===== config.mk =====
export PLATFORM = sky130hd
export DESIGN_NAME = lowtog_inserter
export DESIGN_NICKNAME = d
export VERILOG_FILES = /design/src/rtl/lowtog_pkg.sv /design/src/rtl/lowtog_splice.sv /design/src/rtl/lowtog_inject.sv /design/src/rtl/lowtog_seq.sv /design/src/rtl/lowtog_inserter.sv
export SDC_FILE = /design/constraint.sdc
export NUM_CORES = 1
export LEC_CHECK = 0
export BUFFER_PORTS_ARGS = -buffer_cell sky130_fd_sc_hd__buf_2
export CAP_MARGIN = 5
export CORE_MARGIN = 5
export CORE_UTILIZATION = 49
export CTS_CLUSTER_DIAMETER = 200
export DETAILED_ROUTE_END_ITERATION = 7
export PLACE_DENSITY = 0.75
export SYNTH_ARGS = -nofsm -noshare
export SYNTH_HDL_FRONTEND = slang
export SYNTH_HIERARCHICAL = 1
export SYNTH_SLANG_ARGS = --single-unit

===== constraint.sdc =====
create_clock -name clk -period 4.2 [get_ports clk]
set_clock_uncertainty 0.2 [all_clocks]
set_input_delay 0.63 -clock clk [delete_from_list [all_inputs] [get_ports clk]]
set_output_delay 0.63 -clock clk [all_outputs]
set_load 0.005 [all_outputs]

===== src/rtl/lowtog_pkg.sv =====
// Shared types for the intermediate test vector inserter.
// Assumes: the tag values are seen at the output port and must not be changed.
package lowtog_pkg;
    typedef enum logic [1:0] {
        TAG_ORIG = 2'd0,
        TAG_K1   = 2'd1,
        TAG_K2   = 2'd2,
        TAG_K3   = 2'd3
    } vec_tag_e;

    typedef enum logic [1:0] {
        ST_IDLE = 2'd0,
        ST_K2   = 2'd1,
        ST_K3   = 2'd2,
        ST_ORIG = 2'd3
    } seq_state_e;
endpackage


===== src/rtl/lowtog_splice.sv =====
// Half/half splice: the upper half comes from hi_src and the lower half from lo_src.
// Assumes: N is even.
module lowtog_splice #(
    parameter int N = 16
) (
    input  logic [N-1:0] hi_src,
    input  logic [N-1:0] lo_src,
    output logic [N-1:0] spliced
);
    localparam int HALF = N / 2;

    // Join the two halves.
    always_comb begin
        spliced = {hi_src[N-1:HALF], lo_src[HALF-1:0]};
    end
endmodule


===== src/rtl/lowtog_inject.sv =====
// Bitwise random injection: a bit where a and b agree keeps that value;
// a bit where they differ takes rbit.
// Assumes: rbit is already sampled by the caller.
module lowtog_inject #(
    parameter int N = 16
) (
    input  logic [N-1:0] a,
    input  logic [N-1:0] b,
    input  logic         rbit,
    output logic [N-1:0] y
);
    genvar gi;
    generate
        for (gi = 0; gi < N; gi++) begin : g_bit
            // One AND/OR/select cell per bit position.
            logic both_one, any_one;
            assign both_one = a[gi] & b[gi];
            assign any_one  = a[gi] | b[gi];
            assign y[gi]    = rbit ? any_one : both_one;
        end
    endgenerate
endmodule


===== src/rtl/lowtog_seq.sv =====
// Group sequencer: steps IDLE -> K2 -> K3 -> ORIG after a vector is accepted
// that has a predecessor. It also remembers whether any vector has been taken.
// Assumes: accept is only high while in_ready is high.
module lowtog_seq
    import lowtog_pkg::*;
(
    input  logic       clk,
    input  logic       rst_n,
    input  logic       accept,
    output logic       in_ready,
    output logic       have_prev,
    output seq_state_e state
);
    seq_state_e state_nx;

    // Next-state choice for the four-cycle group.
    always_comb begin
        state_nx = state;
        unique case (state)
            ST_IDLE: if (accept && have_prev) state_nx = ST_K2;
            ST_K2:   state_nx = ST_K3;
            ST_K3:   state_nx = ST_ORIG;
            ST_ORIG: state_nx = ST_IDLE;
            default: state_nx = ST_IDLE;
        endcase
    end

    // State and the predecessor-present flag.
    always_ff @(posedge clk) begin
        if (!rst_n) begin
            state     <= ST_IDLE;
            have_prev <= 1'b0;
        end else begin
            state <= state_nx;
            if (accept) have_prev <= 1'b1;
        end
    end

    assign in_ready = (state == ST_IDLE);
endmodule


===== src/rtl/lowtog_inserter.sv =====
// Top: inserts three low-toggle vectors between consecutive input vectors.
// Output order for each pair: K1, K2, K3, then the new original vector.
// Assumes: N is even; the output side has no stall; rnd_bit is a random source.
module lowtog_inserter
    import lowtog_pkg::*;
#(
    parameter int N = 16
) (
    input  logic         clk,
    input  logic         rst_n,
    input  logic         in_valid,
    output logic         in_ready,
    input  logic [N-1:0] in_vec,
    input  logic         rnd_bit,
    output logic         out_valid,
    output logic [N-1:0] out_vec,
    output logic [1:0]   out_tag
);
    logic [N-1:0] prev_q, cur_q;
    logic [N-1:0] spl_new, spl_cur, k1_new, k3_cur;
    logic         accept, have_prev;
    seq_state_e   state;
    vec_tag_e     tag_q;

    assign accept = in_valid && in_ready;

    lowtog_seq u_seq (
        .clk       (clk),
        .rst_n     (rst_n),
        .accept    (accept),
        .in_ready  (in_ready),
        .have_prev (have_prev),
        .state     (state)
    );

    // Splice of predecessor and the vector being accepted (feeds K1).
    lowtog_splice #(.N(N)) u_spl_new (.hi_src(prev_q), .lo_src(in_vec), .spliced(spl_new));
    // Splice of predecessor and the stored new vector (K2 itself, feeds K3).
    lowtog_splice #(.N(N)) u_spl_cur (.hi_src(prev_q), .lo_src(cur_q),  .spliced(spl_cur));
    // K1: between the predecessor and the splice.
    lowtog_inject #(.N(N)) u_inj_k1 (.a(prev_q),  .b(spl_new), .rbit(rnd_bit), .y(k1_new));
    // K3: between the splice and the new vector.
    lowtog_inject #(.N(N)) u_inj_k3 (.a(spl_cur), .b(cur_q),   .rbit(rnd_bit), .y(k3_cur));

    // Output register and vector storage, steered by the sequencer state.
    always_ff @(posedge clk) begin
        if (!rst_n) begin
            out_valid <= 1'b0;
            out_vec   <= '0;
            tag_q     <= TAG_ORIG;
            prev_q    <= '0;
            cur_q     <= '0;
        end else begin
            unique case (state)
                ST_IDLE: begin
                    out_valid <= accept;
                    if (accept && have_prev) begin
                        out_vec <= k1_new;
                        tag_q   <= TAG_K1;
                        cur_q   <= in_vec;
                    end else if (accept) begin
                        out_vec <= in_vec;
                        tag_q   <= TAG_ORIG;
                        prev_q  <= in_vec;
                    end
                end
                ST_K2: begin
                    out_valid <= 1'b1;
                    out_vec   <= spl_cur;
                    tag_q     <= TAG_K2;
                end
                ST_K3: begin
                    out_valid <= 1'b1;
                    out_vec   <= k3_cur;
                    tag_q     <= TAG_K3;
                end
                ST_ORIG: begin
                    out_valid <= 1'b1;
                    out_vec   <= cur_q;
                    tag_q     <= TAG_ORIG;
                    prev_q    <= cur_q;
                end
                default: out_valid <= 1'b0;
            endcase
        end
    end

    assign out_tag = tag_q;
endmodule


==> key figures <==
Yosys
  – Compound-Gate Fraction of Synth Area: 25.4%
  – Prevailing post-synth register cell: dfxtp_1
  – Commonest cells in the netlist: 84 x nand2_1, 54 x dfxtp_1, 34 x buf_4
  – Cell variety after synth: 32
  – Adder-Cell Fraction of Synth Area: 12.7%
  – Synth warn: 6
  – Mux cell area share after synthesis: 0.585%
  – Synth area leaders: dfxtp_1 32%, nand2_1 9.2%, o221ai_1 8.2%
  – Net Count, Synth: 429
  – Top cell type's share of synthesized area: 31.6%
  – Area of the mapped netlist: 0.00342 mm²
  – Yosys reg bits: 54
  – Post-synth top area cell: dfxtp_1
  – Seq/Total Area, Yosys: 31.6%
  – Synthesized area per cell: 8.51 µm²
  – Simple-gate share of the synthesized area: 13.4%
  – Cell count after synthesis: 402
  – Number of flops mapped to enable cells by yosys: 0
  – Post-synthesis xor/xnor area fraction: 0%
  – Largest family of logic cells by synthesized area: compound AO/OA/AOI/OAI gates
  – Most instantiated library cell after synthesis: nand2_1
  – Async set or reset register ratio after synthesis: 0%

Clocking
  – Clock buffer depth: 2
  – Hold buffers post-CTS: 0
  – Sink Count: 54
  – CTS root buffer: clkbuf_8
  – TritonCTS clock tree: done
  – CTS H-tree depth: 2
  – Worst skew pair latency: 0.31 ns
  – Post-CTS setup buffers: 0
  – Worst-path clk slew: 0.10 ns
  – TritonCTS Buffers: 5
  – Post-cts repair resize count: 0

Detailed routing
  – Residual DRC: 0
  – Vias per cell: 5.87
  – WL/cell: 16.9 µm
  – Top Layer Used: met4
  – Drt first pass iters: 4
  – Post-Route WL: 8040 µm
  – Met3 wire length: 533 µm
  – Post-DRT Antenna Nets: 0
  – DR vias: 2,802
  – Met1 WL: 3530 µm
  – WL met2: 3870 µm
  – Initial drt markers: 184

Worst setup path
  – Critical path endpoint: out_vec[10]$_SDFFE_PN0P_
  – Worst-path maximum fanout: 20
  – Worst Path Buf+Inv: 1
  – CP top delay family: simple AND/OR/NAND/NOR gates
  – CP cell instances: inv_1, ha_1, nand2_1, and3_1, a32o_1
  – Crit Path Class: reg -> reg
  – Startpoint Class: flip-flop
  – Max incr delay on CP: 0.77 ns
  – CP Depth: 5
  – R2R Path Start: u_seq/state[0]$_SDFFE_PN0P_
  – CP required: 4.26 ns
  – R2r worst-path depth: 5
  – CP startpoint: u_seq/state[0]$_SDFFE_PN0P_
  – Critical path arrival: 2.75 ns
  – Worst setup EP type: flip-flop
  – R2r setup slk: 1.51 ns
  – Slowest CP cell: and3_1
  – R2r endpoint: out_vec[10]$_SDFFE_PN0P_

Final layout
  – Layout area overhead: -0.988%
  – Post-layout instance area: 0.00339 mm²
  – Non-Filler Instances: 477
  – Diode count: 0
  – Final Net Count: 407
  – Layout cell share with drive strength beyond 1: 18.9%

STA
  – Crit share post-route: 64.0%
  – Highest clock rate: 372 MHz
  – Slew Limit Fails: 0
  – Relative slew margins: 43.4%
  – Hold Violations, Final: 0
  – RSZ-0062 raised after global routing: false
  – Final Setup Violations: 0
  – Min Tclk post-route: 2.69 ns
  – Worst Max-Slew Pin Slew: 0.846 ns
  – Final setup TNS: 0 ns

Flow run
  – Maxcap violations: 0

Floorplan
  – Row count: 30
  – Io pins: 40
  – Die H: 93.5 µm
  – Die W: 93.5 µm
  – Starting Density: 50.3%
  – CORE AREA: 0.00679 mm²
  – Die area: 0.00875 mm²

Power and ir drop
  – PwrDens: 622 mW/mm²
  – Cell Int Power: 1.26 mW
  – Max IR drop VDD: 344 µV
  – Sw Ratio: 40.1%
  – Leak: 1.44 nW
  – Seq pwr share: 38.4%
  – Pwr Total: 2.11 mW
  – Combinational power share: 44.8%
  – Clock power frac: 16.8%
  – Switch Pwr: 0.845 mW

GRT
  – GR Overflow Total: 0
  – GRT Total Usage: 19.1%
  – Vias in the first global route: 2,704
  – Largest net degree at the start of global routing: 42
  – First-pass GRT wire length: 13,500 µm
  – Antenna violations before repair: 0

Hold path
  – Hold WC Path Type: reg -> reg
  – Worst hold path depth: 1

Placement
  – Post-place instance area: 0.00328 mm²
  – Dpl cells: 469
  – IO Port Bufs: 39
  – DP HPWL: 4920 µm
  – GPL Wtd Cong: 0.806

Outcome
  – Status: completed
## power by group through the flow
stage,combinational [mW],clock (mW),sequential [mW]
6_report,0.943,0.354,0.809
5_1_grt,1.05,0.380,0.828
4_1_cts,0.941,0.362,0.807
3_5_place_dp,0.936,0,0.818
3_3_place_gp,0.906,0,0.812
2_1_floorplan,0.836,0,0.781
## layer usage
layer  track usage (%)  vias to the layer above
met5                 0                        -
met4              5.66                        0
met3              4.02                       11
met2              31.4                       90
met1              25.1                     1339
li1                  -                     1362
## sequential cells by signal (all words and copies together), names as in the netlist
signal / cells
cur_q: 16
prev_q: 16
out_valid: 1
out_tag: 2
u_seq/state: 2
u_seq/have_prev: 1
out_vec: 16
## worst register-to-register path, delay by kind of cell (launching register included)
kind	cells	cell delay, ns
simple gates	2	1.38
flops	1	0.43
fa+ha+maj	1	0.31
compound gates	1	0.22
buf+inv	1	0.10
## kinds of logic after synthesis
| family | after synthesis |
|---|---|
| AND/OR/NAND/NOR | 109 |
| AO/OA/AOI/OAI | 106 |
| buffers and inverters | 92 |
| flip-flops | 54 |
| adder cells (fa/ha/maj) | 39 |
| multiplexers | 2 |
## cell type report
type	instances	area (µm²)
repair buffers	42	218
well taps	96	120
fillers	641	3410
multi-input cells	256	1780
clock buffers	5	68.8
inverters	21	78.8
flip-flops and latches	54	1080
clock inverters	3	40.0
## how the worst min path moves through the flow
stage / start / end / slack, ns
global placement: out_vec[9]$_SDFFE_PN0P_ / out_vec[9]$_SDFFE_PN0P_ / 0.25
finish: out_vec[14]$_SDFFE_PN0P_ / out_vec[14]$_SDFFE_PN0P_ / 0.27
detailed placement: out_vec[14]$_SDFFE_PN0P_ / out_vec[14]$_SDFFE_PN0P_ / 0.25
global route: out_vec[13]$_SDFFE_PN0P_ / out_vec[13]$_SDFFE_PN0P_ / 0.30
floorplan: cur_q[11]$_SDFFE_PN0P_ / cur_q[11]$_SDFFE_PN0P_ / 0.25
CTS: out_vec[14]$_SDFFE_PN0P_ / out_vec[14]$_SDFFE_PN0P_ / 0.27
## placed cells by master, fill, tap and decap left out
| cell type | netlist | final |
|---|---|---|
| nand3_1 | 17 | 17 |
| nand4_1 | 1 | 1 |
| and4_1 | 1 | 1 |
| and3_1 | 2 | 2 |
| o221ai_1 | 32 | 32 |
| a21boi_1 | 1 | 1 |
| and2_1 | 1 | 1 |
| a21oi_1 | 19 | 19 |
| a21boi_2 | 1 | 1 |
| o21a_1 | 1 | 1 |
| maj3_1 | 12 | 12 |
| dfxtp_1 | 54 | 54 |
| clkinv_2 | 0 | 2 |
| a21boi_0 | 17 | 17 |
| a21bo_2 | 1 | 1 |
| nand2_1 | 84 | 84 |
| o211a_1 | 16 | 16 |
| ha_1 | 7 | 7 |
| and4b_1 | 1 | 1 |
| nor2b_1 | 1 | 1 |
| clkbuf_8 | 0 | 5 |
| o21ai_0 | 2 | 2 |
| buf_2 | 5 | 39 |
| bufinv_16 | 0 | 1 |
| or2_1 | 1 | 1 |
| a32o_1 | 16 | 16 |
| maj3_2 | 20 | 20 |
| buf_4 | 34 | 3 |
| mux2i_1 | 2 | 2 |
| inv_1 | 21 | 21 |
## through the flow
stage | hold WS [ns] | utilization [%] | setup WS, ns
after floorplan | 0.252 | - | 2.17
after global placement | 0.254 | 48.2 | 1.68
after detailed placement | 0.251 | 48.2 | 1.62
after CTS | 0.274 | 49.8 | 1.58
after global routing | 0.297 | 49.8 | 1.44
final | 0.267 | 49.8 | 1.51
(Power assumes the default switching activity.)
